[src/rtl/sdr_cmd_pkg.sv]
package sdr_cmd_pkg;

    typedef enum logic [2:0] {
        OP_MODE    = 3'd0,
        OP_ACT     = 3'd1,
        OP_RD      = 3'd2,
        OP_WR      = 3'd3,
        OP_PRE     = 3'd4,
        OP_PREALL  = 3'd5,
        OP_REF     = 3'd6,
        OP_RSVD    = 3'd7
    } req_op_e;

    typedef struct packed {
        logic cs_n;
        logic ras_n;
        logic cas_n;
        logic we_n;
    } strobe_t;

    localparam strobe_t STB_DESEL = '{cs_n: 1'b1, ras_n: 1'b1, cas_n: 1'b1, we_n: 1'b1};

    localparam int NBANK = 2;

    function automatic strobe_t op_strobes(req_op_e op);
        strobe_t s;
        s = STB_DESEL;
        case (op)
            OP_MODE:           s = '{1'b0, 1'b0, 1'b0, 1'b0};
            OP_ACT:            s = '{1'b0, 1'b0, 1'b1, 1'b1};
            OP_RD:             s = '{1'b0, 1'b1, 1'b0, 1'b1};
            OP_WR:             s = '{1'b0, 1'b1, 1'b0, 1'b0};
            OP_PRE, OP_PREALL: s = '{1'b0, 1'b0, 1'b1, 1'b0};
            OP_REF:            s = '{1'b0, 1'b0, 1'b0, 1'b1};
            default:           s = STB_DESEL;
        endcase
        return s;
    endfunction

    function automatic logic is_column(req_op_e op);
        return (op == OP_RD) || (op == OP_WR);
    endfunction

endpackage

[src/rtl/sdr_req_check.sv]
module sdr_req_check
    import sdr_cmd_pkg::*;
(
    input  logic             req_valid,
    input  req_op_e          op,
    input  logic             bank,
    input  logic             ap,
    input  logic [NBANK-1:0] bank_open,
    input  logic             locked,
    output logic             issue,
    output logic             refuse,
    output logic             mode_start,
    output logic             ap_start
);
    logic legal;
    logic any_open;

    assign any_open = |bank_open;

    always_comb begin
        legal = 1'b0;
        case (op)
            OP_MODE, OP_REF:   legal = !any_open;
            OP_ACT:            legal = !bank_open[bank];
            OP_RD, OP_WR:      legal = bank_open[bank];
            OP_PRE, OP_PREALL: legal = 1'b1;
            default:           legal = 1'b0;
        endcase
    end

    assign issue      = req_valid && !locked && legal;
    assign refuse     = req_valid && !issue;
    assign mode_start = issue && (op == OP_MODE);
    assign ap_start   = issue && is_column(op) && ap;
endmodule

[src/rtl/sdr_bank_track.sv]
module sdr_bank_track
    import sdr_cmd_pkg::*;
#(
    parameter int ROW_W     = 10,
    parameter int BURST_LEN = 4,
    parameter int TRSC      = 2
) (
    input  logic                   clk,
    input  logic                   rst,
    input  logic                   issue,
    input  req_op_e                op,
    input  logic                   bank,
    input  logic [ROW_W-1:0]       row,
    input  logic                   mode_start,
    input  logic                   ap_start,
    output logic [NBANK-1:0]       bank_open,
    output logic [NBANK*ROW_W-1:0] open_rows,
    output logic                   locked
);
    localparam int LOCK_MAX = (BURST_LEN > TRSC) ? BURST_LEN : TRSC;
    localparam int LOCK_W   = $clog2(LOCK_MAX + 1);

    logic [LOCK_W-1:0] lock_q;
    logic              pend_q;
    logic              pend_bank_q;
    logic              lock_last;

    assign locked    = (lock_q != '0);
    assign lock_last = (lock_q == LOCK_W'(1));

    always_ff @(posedge clk) begin
        if (rst) begin
            lock_q      <= '0;
            pend_q      <= 1'b0;
            pend_bank_q <= 1'b0;
        end else if (locked) begin
            lock_q <= lock_q - LOCK_W'(1);
            if (lock_last) begin
                pend_q <= 1'b0;
            end
        end else if (mode_start) begin
            lock_q <= LOCK_W'(TRSC);
        end else if (ap_start) begin
            lock_q      <= LOCK_W'(BURST_LEN);
            pend_q      <= 1'b1;
            pend_bank_q <= bank;
        end
    end

    for (genvar gb = 0; gb < NBANK; gb++) begin : g_bank
        logic             open_r;
        logic [ROW_W-1:0] row_r;
        logic             hit;
        logic             act_here;
        logic             pre_here;
        logic             auto_here;

        assign hit       = (bank == gb[0]);
        assign act_here  = issue && (op == OP_ACT) && hit;
        assign pre_here  = issue && (((op == OP_PRE) && hit) || (op == OP_PREALL));
        assign auto_here = lock_last && pend_q && (pend_bank_q == gb[0]);

        always_ff @(posedge clk) begin
            if (rst) begin
                open_r <= 1'b0;
                row_r  <= '0;
            end else if (act_here) begin
                open_r <= 1'b1;
                row_r  <= row;
            end else if (pre_here || auto_here) begin
                open_r <= 1'b0;
            end
        end

        assign bank_open[gb]                 = open_r;
        assign open_rows[gb*ROW_W +: ROW_W]  = row_r;
    end
endmodule

[src/rtl/sdr_pin_encode.sv]
module sdr_pin_encode
    import sdr_cmd_pkg::*;
#(
    parameter int ROW_W = 10,
    parameter int COL_W = 8
) (
    input  logic             clk,
    input  logic             rst,
    input  logic             issue,
    input  req_op_e          op,
    input  logic             bank,
    input  logic [ROW_W-1:0] addr,
    input  logic             ap,
    output strobe_t          stb,
    output logic             ba,
    output logic [ROW_W-1:0] a
);
    localparam int AP_BIT = ROW_W - 1;

    logic [ROW_W-1:0] a_next;
    logic             ba_next;

    always_comb begin
        a_next  = '0;
        ba_next = 1'b0;
        case (op)
            OP_MODE: a_next = addr;
            OP_ACT: begin
                a_next  = addr;
                ba_next = bank;
            end
            OP_RD, OP_WR: begin
                a_next[COL_W-1:0] = addr[COL_W-1:0];
                a_next[AP_BIT]    = ap;
                ba_next           = bank;
            end
            OP_PRE:    ba_next = bank;
            OP_PREALL: a_next[AP_BIT] = 1'b1;
            default: begin
                a_next  = '0;
                ba_next = 1'b0;
            end
        endcase
    end

    always_ff @(posedge clk) begin
        if (rst || !issue) begin
            stb <= STB_DESEL;
            ba  <= 1'b0;
            a   <= '0;
        end else begin
            stb <= op_strobes(op);
            ba  <= ba_next;
            a   <= a_next;
        end
    end
endmodule

[src/rtl/sdr_cmd_enc.sv]
module sdr_cmd_enc
    import sdr_cmd_pkg::*;
#(
    parameter int ROW_W     = 10,
    parameter int COL_W     = 8,
    parameter int BURST_LEN = 4,
    parameter int TRSC      = 2
) (
    input  logic                   clk,
    input  logic                   rst,
    input  logic                   req_valid,
    input  logic [2:0]             req_op,
    input  logic                   req_bank,
    input  logic [ROW_W-1:0]       req_addr,
    input  logic                   req_ap,
    output logic                   sd_cs_n,
    output logic                   sd_ras_n,
    output logic                   sd_cas_n,
    output logic                   sd_we_n,
    output logic                   sd_ba,
    output logic [ROW_W-1:0]       sd_addr,
    output logic                   req_err,
    output logic [1:0]             bank_open,
    output logic [2*ROW_W-1:0]     open_rows
);
    req_op_e          op_in;
    logic             issue;
    logic             refuse;
    logic             mode_start;
    logic             ap_start;
    logic             locked;
    strobe_t          stb;
    logic             err_q;

    assign op_in = req_op_e'(req_op);

    sdr_req_check u_check (
        .req_valid  (req_valid),
        .op         (op_in),
        .bank       (req_bank),
        .ap         (req_ap),
        .bank_open  (bank_open),
        .locked     (locked),
        .issue      (issue),
        .refuse     (refuse),
        .mode_start (mode_start),
        .ap_start   (ap_start)
    );

    sdr_bank_track #(
        .ROW_W     (ROW_W),
        .BURST_LEN (BURST_LEN),
        .TRSC      (TRSC)
    ) u_track (
        .clk        (clk),
        .rst        (rst),
        .issue      (issue),
        .op         (op_in),
        .bank       (req_bank),
        .row        (req_addr),
        .mode_start (mode_start),
        .ap_start   (ap_start),
        .bank_open  (bank_open),
        .open_rows  (open_rows),
        .locked     (locked)
    );

    sdr_pin_encode #(
        .ROW_W (ROW_W),
        .COL_W (COL_W)
    ) u_pins (
        .clk   (clk),
        .rst   (rst),
        .issue (issue),
        .op    (op_in),
        .bank  (req_bank),
        .addr  (req_addr),
        .ap    (req_ap),
        .stb   (stb),
        .ba    (sd_ba),
        .a     (sd_addr)
    );

    always_ff @(posedge clk) begin
        if (rst) err_q <= 1'b0;
        else     err_q <= refuse;
    end

    assign sd_cs_n  = stb.cs_n;
    assign sd_ras_n = stb.ras_n;
    assign sd_cas_n = stb.cas_n;
    assign sd_we_n  = stb.we_n;
    assign req_err  = err_q;
endmodule

[config.mk]
export PLATFORM = sky130hd
export DESIGN_NAME = sdr_cmd_enc
export DESIGN_NICKNAME = d
export VERILOG_FILES = /design/src/rtl/sdr_cmd_pkg.sv /design/src/rtl/sdr_req_check.sv /design/src/rtl/sdr_bank_track.sv /design/src/rtl/sdr_pin_encode.sv /design/src/rtl/sdr_cmd_enc.sv
export SDC_FILE = /design/constraint.sdc
export NUM_CORES = 1
export LEC_CHECK = 0
export ABC_AREA = 1
export ABC_CLOCK_PERIOD_IN_PS = 4800
export BUFFER_PORTS_ARGS = -buffer_cell sky130_fd_sc_hd__buf_4
export CAP_MARGIN = 40
export CELL_PAD_IN_SITES_DETAIL_PLACEMENT = 0
export CELL_PAD_IN_SITES_GLOBAL_PLACEMENT = 2
export CORE_MARGIN = 5
export CORE_UTILIZATION = 29
export CTS_CLUSTER_DIAMETER = 100
export DETAILED_ROUTE_END_ITERATION = 8
export GPL_TIMING_DRIVEN = 0
export PLACE_DENSITY = 0.89
export SYNTH_ARGS = -nofsm -noshare
export SYNTH_HDL_FRONTEND = slang
export SYNTH_SLANG_ARGS = --single-unit
export TNS_END_PERCENT = 100
[constraint.sdc]
create_clock -name clk -period 4.8 [get_ports clk]
set_input_delay 0.96 -clock clk [delete_from_list [all_inputs] [get_ports clk]]
set_output_delay 0.96 -clock clk [all_outputs]
set_load 0.01 [all_outputs]
# Yosys cells after proc, flatten, opt, wreduce, memory -nomap -nowiden
# Cells that the tools add are included.
# word_totals
reg_bits	43
in_bits	18
out_inout_bits	38
wordCells	94
# classes
n_addsub	1
order_cmp	1
eq_ne	9
n_mux	16
n_bitwise	7
reduce_logical	44
# op_table
operator	count
$pmux 4 s6	1
$logic_and 1x1->1	16
$reduce_or 2->1	8
$mux 1	10
$eq 3x3->1 const B	3
$mux 3	3
$reduce_or 4->1	2
$not 1->1	7
$eq 3x1->1 const B	2
$eq 3x2->1 const B	2
$logic_or 1x1->1	6
$reduce_and 3->1	2
$reduce_bool 2->1	3
$reduce_bool 3->1	2
$logic_not 1->1	4
$ne 2x1->1 const B	2
$pmux 1 s4	1
$logic_not 3->1	1
$pmux 1 s3	1
$sub 3x1->3 const B	1
$lt 1x2->1 const B	1

# Logic depth before layout (Yosys ltp)
# depth
ltp_word	10
depth_mapped	13

# Modules after synthesis
# Synthesis repeated with hierarchy kept, for this count alone.
# unflattened
cells_unflattened	233
area_unflattened_um2	1796.7
# modules_own_cells
mod	instances	cells_per_inst	area_per_inst_um2	seq_area_each_um2
sdr_bank_track	1	146	1153.6	540.5
sdr_pin_encode	1	62	498.0	300.3
sdr_req_check	1	22	115.1	0.0
sdr_cmd_enc	1	3	30.0	20.0

# Least setup slack after synthesis
# Ideal clock, no wire load.
# synth_path
kind	input -> register
start	in req_op[1]
end	reg u_track.g_bank[0].row_r[9]
t_arrival_ns	1.941
t_required_ns	4.687
slack_ns	2.746
stages	11
n_path_buf	1
path_cell_list	nor2_2 -> nand2_1 -> nor2_1 -> nor2_1 -> nand3_2 -> nand2_2 -> nor2_2 -> nand2_2 -> buf_6 -> nor2_1 -> nor2_1
# synth_via
elab_chain_len	6
# synth_rtl
element	line_no	source
start, declared	sdr_cmd_enc.sv:12	input logic [2:0] req_op,
$eq 3x3->1, or another cell as far along	sdr_req_check.sv:22	case (op)
$reduce_or 2->1, on equally long branches	--	
$pmux 1 s4	sdr_req_check.sv:22	
$logic_and 1x1->1	sdr_req_check.sv:31	assign issue = req_valid && !locked && legal;
$logic_and 1x1->1 (*) (2 in series)	sdr_bank_track.sv:59	assign act_here = issue && (op == OP_ACT) && hit;
end signal, assigned	sdr_bank_track.sv:69	row_r <= row;
end, declared	sdr_bank_track.sv:52	logic [ROW_W-1:0] row_r;
# Every way passes the cells marked *; elsewhere a longest branch is shown, timed or not.
# A chain may end at the register's enable or synchronous reset.

# Final worst setup path
# layout_path
start	in req_op[1]
end	reg u_pins.a[5]
# layout_via
elab_chain_len	7
# layout_rtl
element	line_no	source
$eq 3x3->1, or another cell as far along	sdr_req_check.sv:22	
$reduce_or 2->1, on equally long branches	--	
$pmux 1 s4	sdr_req_check.sv:22	
$logic_and 1x1->1	sdr_req_check.sv:31	
$logic_not 1->1	sdr_pin_encode.sv:47	if (rst || !issue) begin
$logic_or 1x1->1	sdr_pin_encode.sv:47	
$reduce_or 2->1 (no line) (*)	--	
end signal, assigned	sdr_pin_encode.sv:54	a <= a_next;
end, declared	sdr_pin_encode.sv:16	output logic [ROW_W-1:0] a
# Marked as above.

==> flow_summary.json <==
{
  "diodes": 0,
  "grt_setup_unrepaired": "no",
  "core_mm2": 0.00599,
  "period_share_pct": 44.8,
  "die_x_um": 89.1,
  "ir_drop_uv": 145,
  "setup_slack_ns": 2.65,
  "antenna_found_initial": 0,
  "reg2reg_slack_ns": 2.90,
  "die_h_um": 89.1,
  "yosys_register_bits": 43,
  "worstMarginPinSlew_ns": 0.468,
  "via_per_inst": 4.13,
  "hp-class": "flip-flop to flip-flop",
  "fin_skew_ns": 0.00268,
  "drv_slew": 0,
  "power_density_mw_per_mm2": 323,
  "dieArea_mm2": 0.00793,
  "drive_above_1_share_pct": 24.8,
  "cts_resized": 0,
  "grt_usage_pct": 12.0,
  "syn_area_mm2": 0.00181,
  "critPathKind": "primary input to flip-flop",
  "gr-usage-met1_pct": 15.5,
  "setup_viol": 0,
  "grt_max_degree": 16,
  "dr.pass1.iters": 4,
  "cts.path.max_buffers": 2,
  "met3_usage_pct": 2.86,
  "grt_util_met2_pct": 19.6,
  "path_clk_slew_ns": 0.09,
  "start_util_pct": 30.3,
  "vias": 1623,
  "io_pins": 56,
  "maxCapViolCount": 0,
  "avgSynthCellArea_um2": 7.08,
  "wl_per_cell_um": 11.6,
  "r2r_cells": 10,
  "holdCritStartpoint": "u_track.lock_q[1]",
  "grt_pass1_vias": 1573,
  "slew_headroom_pct": 68.8,
  "worstPathArrival_ns": 2.38,
  "hold_path_end": "u_track.lock_q[1]",
  "layout.nets": 338,
  "max_clock_freq_ghz": 0.466,
  "ys_types": 22,
  "drc": 0,
  "grt_pass1_wl_um": 7290,
  "path_cells": "buf_4 > nor2_1 > nand2_1 > nand2_1 > nor2_1 > nand3_2 > nand2_2 > nor2_2 > nand2_1 > nor2_1",
  "cts-root-buf": "clkbuf_8",
  "synth.yosys.seq_area_share_pct": 47.5,
  "area_delta_synth_final_pct": 32.6,
  "crit_path_max_incr_delay_ns": 0.25,
  "synth_nets": 277,
  "cts_num_sinks": 43,
  "place.gp.congestion": 0.812,
  "num_rows": 28,
  "place.port_buffers": 54,
  "timing.rr.end": "u_pins.a[5]",
  "cts_max_level": 2,
  "worstPathRequired_ns": 5.03,
  "crit_path_start_kind": "primary input",
  "setup_tns_ns": 0,
  "drtIter0Drc": 41,
  "r2r-start": "u_track.lock_q[0]",
  "layout_min_cycle_time_ns": 2.15,
  "p_leak_nw": 1.28,
  "hold_path_depth": 2,
  "syn_inst": 256,
  "yosys_warnings": 0,
  "tritoncts": "built",
  "pre_cts_slack_ns": 2.35,
  "dp_hpwl_um": 3490,
  "endpoint_kind": "flip-flop",
  "cp_slowest_cell": "nand2_1",
  "routed_wl_um": 4560,
  "hold_viol": 0,
  "clkLatencyLatePin_ns": 0.30,
  "grt_overflow": 0,
  "top_usage_layer": "met2",
  "hold_buffers": 0,
  "postCtsSetupBuffers": 0,
  "outcome": "finished, final reports clean",
  "antenna_left": 0,
  "worstPathMaxFanout": 8,
  "cts_buffers": 5
}
==> kinds of logic after synthesis <==
logic type	Yosys count	synth area share (%)
adders and majority gates	3	2.07
DFF	43	47.5
xor gates and xnor gates	1	0.483
AOI/OAI and AO/OA	15	4.62
buffers and inverters	53	13.2
and+or+nand+nor	141	32.2
==> per-layer routing <==
layer | up-vias | share of wire [%]
li1 | 883 | -
met1 | 709 | 48
met2 | 26 | 45
met3 | 5 | 5.0
met4 | 0 | 1.6
met5 | - | 0
==> final cells by class <==
type / count / area, um2
well taps: 75 / 93.8
clock buffers: 5 / 68.8
plain buffers: 9 / 73.8
flip-flops and latches: 43 / 861
repair buffers: 54 / 405
fillers: 660 / 3590
clock inverters: 3 / 23.8
multi-input cells: 160 / 713
inverters: 44 / 165
==> where the power goes <==
group / switching, mW / internal (mW)
registers: 0.0110 / 0.377
logic: 0.0856 / 0.0617
clock network: 0.137 / 0.104
total: 0.233 / 0.543
==> worst max-delay path, delay by kind of cell <==
family | cells | cell delay [ns]
buf+inv | 1 | 0.13
simple gates | 9 | 1.30
==> placed cells by master (no fill, tap or decap), types with 2 or more instances in the layout <==
master and n:
a21oi_1 7, buf_2 2, buf_4 56, buf_6 4
clkbuf_8 5, clkinvlp_4 2, dfxtp_1 43, ha_1 3
inv_1 44, nand2_1 61, nand2_2 3, nand3_1 10
nand3b_1 2, nand4_1 2, nor2_1 55, nor2_2 4
nor3_1 2, o211ai_1 3, o21ai_0 4
==> metrics by stage <==
step | instances | util (%) | total power [mW] | hold WS, ns | cell area [um2]
after floorplan | 256 | - | 0.493 | 0.453 | 1810
after global placement | 385 | 38.6 | 0.545 | 0.470 | 2310
after detailed placement | 385 | 38.6 | 0.546 | 0.478 | 2310
after CTS | 393 | 40.1 | 0.788 | 0.491 | 2400
after global routing | 393 | 40.1 | 0.826 | 0.515 | 2400
final | 393 | 40.1 | 0.776 | 0.486 | 2400
==> state kept, by name, indices dropped and copies added (netlist names) <==
register	flops
u_track.pend_q	1
u_track.pend_bank_q	1
u_track.g_bank.row_r	20
u_pins.ba	1
u_track.lock_q	3
u_track.g_bank.open_r	2
u_pins.a	10
req_err	1
u_pins.stb	4
==> how the worst max path moves through the flow <==
stage	endpoint	from	cells past startpoint	slack (ns)
final	u_pins.a[5]	req_op[1]	10	2.65
after global routing	u_pins.a[0]	req_op[1]	10	2.51
after CTS	u_pins.a[5]	req_op[1]	10	2.67
after detailed placement	u_pins.a[5]	req_op[1]	10	2.35
after global placement	u_pins.a[5]	req_op[1]	10	2.37
after floorplan	u_track.g_bank[0].row_r[9]	req_op[1]	11	2.75
==> cell usage after synthesis <==
cell / count / area, um2
clkbuf_1: 1 / 3.75
nand4_1: 2 / 12.5
nor2_1: 55 / 206
o211ai_1: 3 / 22.5
or2_2: 1 / 6.26
dfxtp_1: 43 / 861
xor2_1: 1 / 8.76
a21oi_1: 7 / 35.0
nand3_2: 1 / 10.0
o21ai_0: 4 / 20.0
ha_1: 3 / 37.5
nand3_1: 10 / 50.1
nor2_2: 4 / 25.0
buf_2: 2 / 10.0
buf_6: 4 / 45.0
inv_1: 44 / 165
nand3b_1: 2 / 15.0
a31oi_1: 1 / 6.26
nand2_2: 3 / 18.8
buf_4: 2 / 15.0
nor3_1: 2 / 10.0
nand2_1: 61 / 229
Note: power is estimated with default switching activity, not from simulation.
